==> src/rtl/irtx_pinmux.sv <==
module irtx_pinmux #(
  parameter int CLK_HZ     = 200_000_000,
  parameter int CARRIER_HZ = 38_000
) (
  input  logic       clk,
  input  logic       rst_n,
  input  logic       uart_txd,
  input  logic       gpio_out,
  input  logic       wpulse,
  input  logic       varpulse,
  input  logic       brownout,
  input  logic       mod_en,
  input  logic [1:0] duty_sel,
  input  logic       tx_inv,
  input  logic [1:0] pin_sel,
  input  logic       rx_pin,
  input  logic       rx_inv,
  input  logic       rx_dis,
  output logic       tx_pin,
  output logic       uart_rxd,
  output logic       gpio_rx
);
  localparam int PERIOD = CLK_HZ / CARRIER_HZ;
  localparam int CW     = (PERIOD > 2) ? $clog2(PERIOD) : 1;

  logic [CW-1:0] phase, low_len;
  logic mod_act, car_low, ser_path, pin_nxt;

  assign mod_act = mod_en & ~brownout;

  always_comb begin
    case (duty_sel)
      2'd1:    low_len = CW'(PERIOD / 2);
      2'd2:    low_len = CW'(PERIOD / 4);
      2'd3:    low_len = CW'(PERIOD / 8);
      default: low_len = CW'(PERIOD / 16);
    endcase
  end

  assign car_low  = phase < low_len;
  assign ser_path = (uart_txd | (mod_act & ~car_low)) ^ tx_inv;

  always_comb begin
    case (pin_sel)
      2'd0:    pin_nxt = ser_path;
      2'd1:    pin_nxt = gpio_out;
      2'd2:    pin_nxt = wpulse;
      default: pin_nxt = varpulse;
    endcase
  end

  always_ff @(posedge clk) begin
    if (!rst_n || !mod_act)
      phase <= '0;
    else if (phase == CW'(PERIOD - 1))
      phase <= '0;
    else
      phase <= phase + 1'b1;
  end

  always_ff @(posedge clk) begin
    if (!rst_n) tx_pin <= 1'b1;
    else        tx_pin <= pin_nxt;
  end

  assign uart_rxd = rx_dis ? 1'b1 : (rx_pin ^ rx_inv);
  assign gpio_rx  = rx_pin;
endmodule


==> config.mk <==
export PLATFORM = sky130hd
export DESIGN_NAME = irtx_pinmux
export DESIGN_NICKNAME = d
export VERILOG_FILES = /design/src/rtl/irtx_pinmux.sv
export SDC_FILE = /design/constraint.sdc
export NUM_CORES = 1
export LEC_CHECK = 0
export BUFFER_PORTS_ARGS = -buffer_cell sky130_fd_sc_hd__buf_4
export CORE_MARGIN = 2
export CORE_UTILIZATION = 47
export DETAILED_ROUTE_END_ITERATION = 12
export GPL_TIMING_DRIVEN = 0
export PLACE_DENSITY = 0.69
export SLEW_MARGIN = 20
export SYNTH_ARGS = -nofsm -noshare
export SYNTH_HDL_FRONTEND = slang
export SYNTH_SLANG_ARGS = --single-unit
==> constraint.sdc <==
create_clock -name clk -period 6.2 [get_ports clk]
set_clock_uncertainty 0.2 [all_clocks]
set_input_delay 1.86 -clock clk [delete_from_list [all_inputs] [get_ports clk]]
set_output_delay 1.86 -clock clk [all_outputs]
set_load 0.05 [all_outputs]
Word-level counts from Yosys, hierarchy flattened

Index checks and enable logic that the tools add are counted.
W data, S select, Z words.

$add $sub $neg: 1
Magnitude comparators: 1
Eq/ne operators: 6
Muxes and demuxes: 3
Bitwise logic cells: 7
Reduce and logical (&&, ||, !) cells: 5

Operator list:

| cell                    | number |
|---|---|
| $pmux W12 S3            | 1 |
| $add A13 B1 Y13 const B | 1 |
| $eq A13 B13 Y1 const B  | 1 |
| $lt A13 B13 Y1          | 1 |
| $eq A2 B2 Y1 const B    | 3 |
| $eq A2 B1 Y1 const B    | 2 |
| $pmux W1 S3             | 1 |
| $and A1 B1 Y1           | 2 |
| $logic_not A1 Y1        | 2 |
| $logic_not A2 Y1        | 1 |
| $not A1 Y1              | 2 |
| $reduce_or A2 Y1        | 1 |
| $xor A1 B1 Y1           | 2 |
| $logic_or A1 B1 Y1      | 1 |
| $mux W1                 | 1 |
| $or A1 B1 Y1            | 1 |

Register bits after elaboration: 14
Output and inout bits: 3
Logic and storage cells: 25

Longest topological paths before layout

Word-level depth: 8
Gate-level depth with buffers: 9

Worst setup path after synthesis

OpenSTA, ideal clock, no wires.

Path type: input to output
Start point: input rx_pin
End point: output uart_rxd
Data arrival time: 2.335 ns
Required time: 4.140 ns
Setup slack: 1.805 ns
Stages on the path: 2
Buffers on the path: 0
Path through: xnor2_1 > nand2b_1

Cells in the longest elaborated chain, start to end: 2

Ends and longest elaborated chain:

| item          | line | text |
|---|---|---|
| from (decl)   | 16   | `input logic rx_pin,` |
| $xor A1 B1 Y1 | 66   | `assign uart_rxd = rx_dis ? 1'b1 : (rx_pin ^ rx_inv);` |
| $mux W1       | 66   |  |
| to (decl)     | 20   | `output logic uart_rxd,` |

Every way passes these cells.

Worst setup path after layout

Start point: input rx_inv
End point: output uart_rxd

Cells in the longest elaborated chain, start to end: 2

Ends and longest elaborated chain:

| item          | line | text |
|---|---|---|
| from (decl)   | 17   | `input logic rx_inv,` |
| $xor A1 B1 Y1 | 66   |  |
| $mux W1       | 66   |  |

Every way passes these cells.

==> impl_results.md <==
- Resize count post-CTS: 0
- Least-Margin Pin Slew: 288 ps
- Async SR Flop Fraction: 0%
- Clk_lat worst skew: 290 ps
- DR pass1 iterations: 4
- RSZ-0062 raised after global routing: no
- Max_slew headroom: 80.5%
- Crit path largest cell delay: 180 ps
- Die Span Y: 50.4 microns
- Worst Setup EP: uart_rxd
- R2r worst-path depth: 6
- Reg2reg end: tx_pin$_SDFF_PN1_
- Setup crit start: rx_inv
- Pwr dens: 146 mW/mm^2
- FP Rows: 16
- WL final: 1970 microns
- Fmax achieved: 226 MHz
- Fill count: 183
- Yosys reg bits: 14
- Pre-CTS setup slack: 1770 ps
- Hold slack: 351 ps
- Total CTS buffers: 3
- Initial antenna violation count: 0
- Placed Area: 0.00118 sq mm
- Chip width: 50.4 microns
- Hold Path Depth: 1
- P&R area growth vs syn: 18.9%
- Port Buf Inserts: 18
- Crit path time final: 4430 ps
- H-tree Lvls: 1
- Placed Cells: 160
- Period utilization: 71.5%
- Max-cap violations: 0
- Flop2flop setup slack: 4390 ps
- Most frequent cells in the layout: buf_4 (19), ha_1 (17), nor2_1 (15)
- Hold Vio Cnt, Final: 0
- Max VDD drop: 0.105 mV
- CP Capture Type: output pin
- Buffer type at the clock tree root: clkbuf_4
- Synth area leaders: dfxtp_1 (28%), ha_1 (21%), xor2_1 (6.9%)
- DRC viols: 0
- Clock Tree Buf Depth: 2
- Initial core utilization: 50.5%
- Post-CTS Hold Buffers: 0
- Vias in the first global route: 863
- DR iter-0 viols: 14
- YS warnings: 0
- Yosys top cell by area: dfxtp_1
- Final setup violation count: 0
- Most frequent CP cell: buf_4
- Critical Path Start Type: primary input
- Setup Fix Bufs, Post-CTS: 0
- Clock sink total: 14
- Routed vias/inst: 5.39
- WP buf/inv: 2
- Synthesized area: 0.00101 sq mm
- Fraction of layout cells with a size suffix above 1: 20.6%
- Routability cong.: 0.827
- WP depth: 4
- Io pins: 19
- Worst R2R Start: phase[4]$_SDFF_PP0_
- Final TNS setup: 0 ps
- Crit-path leading delay family: buffers and inverters
- Vias: 879
- Worst-path maximum fanout: 1
- Mean post-synth cell area: 8.79 sq um
- Syn Nets: 148
- GRT overflow: 0
- Clock slew seen by the registers of the worst setup and hold paths: 80 ps
- Gr usage total: 18.2%
- Design area: 0.00120 sq mm
- Layout net count: 171
- Post-synth EDFFs: 0
- Routed Antenna Nets: 0
- Dpl hpwl: 1600 microns
- Share of the synthesized area in the top cell type: 27.7%
- # diodes: 0
- Status: finished, final reports clean
- Seq/Total Area, Yosys: 27.7%
- Synthesized instance count: 115
- Most common cell after layout, fill and taps aside: buf_4
- CTS tree: built
- Setup ws final: 1770 ps
- Utilization after layout: 60.1%
- Worst Path Required: 4140 ps
- Critical path's slowest cell: buf_4
- Total power: 176 uW
- Core ar.: 0.00200 sq mm
- Leakage Power: 0.506 nW
- WL/cell: 12.1 microns
- Non-Filler Instances: 163
- Max Transition Viols Final: 0
- Prevailing post-synth register cell: dfxtp_1
- Hold WC Path Type: flop to flop
- First-pass GRT wire length: 3550 microns
- CP arrival: 2370 ps
- CP Class: primary input to output pin
- CP cell instances: buf_4 > xnor2_1 > nand2b_1 > buf_4
- Largest net degree at the start of global routing: 11
- Die area: 0.00254 sq mm
- Cell variety after synth: 33
## per-layer routing
| layer | GRT usage, % | wire [microns] | share of wire, % | vias to the layer above |
|---|---|---|---|---|
| met5 | 0 | 0 | 0 | - |
| met4 | 9.46 | 48 | 2.4 | 0 |
| met1 | 22.4 | 915 | 47 | 405 |
| met2 | 30.9 | 897 | 46 | 27 |
| li1 | - | - | - | 442 |
| met3 | 2.08 | 103 | 5.2 | 5 |
## flip-flops by register name (all words and copies together) (netlist names)
register and flops:
tx_pin 1, phase 13
## report_power, final
group	total [mW]	switching, mW	internal (mW)	leakage, nW
Combinational	0.0317	0.0164	0.0154	0.379
Sequential	0.0916	0.000915	0.0907	0.113
Clock	0.0525	0.0299	0.0226	0.0138
Total	0.176	0.0471	0.129	0.506
## final cells by class
type | instances | area [sq um] | area share (%)
buffer | 2 | 12.5 | 1.04
tap | 27 | 33.8 | 2.81
timing repair buffer | 18 | 135 | 11.2
multi-input combinational | 91 | 688 | 57.2
inverter | 8 | 30.0 | 2.50
sequential | 14 | 280 | 23.3
clock buffer | 3 | 22.5 | 1.87
## cell families (layout without fill, tap and decap cells)
logic type               count (synthesis)  count (layout)  synth area share, %
XOR/XNOR                                12              12                 10.4
AND/OR/NAND/NOR                         49              49                 26.6
adder cells (fa/ha/maj)                 17              17                 21.0
buffers and inverters                   10              31                 4.21
AO/OA/AOI/OAI                           11              11                 6.81
flip-flops                              14              14                 27.7
multiplexers                             2               2                 3.22
## worst min-delay path by stage
stage | start | end | slack [ps]
after floorplan | phase[0]$_SDFF_PP0_ | phase[0]$_SDFF_PP0_ | 260
after global placement | phase[0]$_SDFF_PP0_ | phase[0]$_SDFF_PP0_ | 310
after detailed placement | phase[0]$_SDFF_PP0_ | phase[0]$_SDFF_PP0_ | 340
after CTS | phase[0]$_SDFF_PP0_ | phase[0]$_SDFF_PP0_ | 350
after global routing | phase[0]$_SDFF_PP0_ | phase[0]$_SDFF_PP0_ | 400
final | phase[0]$_SDFF_PP0_ | phase[0]$_SDFF_PP0_ | 350
## synthesized netlist by cell type (2+ instances only)
| master | instances |
|---|---|
| ha_1 | 17 |
| nand2_1 | 9 |
| a21oi_1 | 2 |
| inv_1 | 8 |
| nor2b_1 | 2 |
| xnor2_1 | 4 |
| nor3_1 | 2 |
| and4_1 | 2 |
| o21ai_0 | 3 |
| nor2_1 | 15 |
| xor2_1 | 8 |
| dfxtp_1 | 14 |
| nand4_1 | 2 |
| a211oi_1 | 3 |
| nand3_1 | 6 |
(Power assumes the default switching activity.)
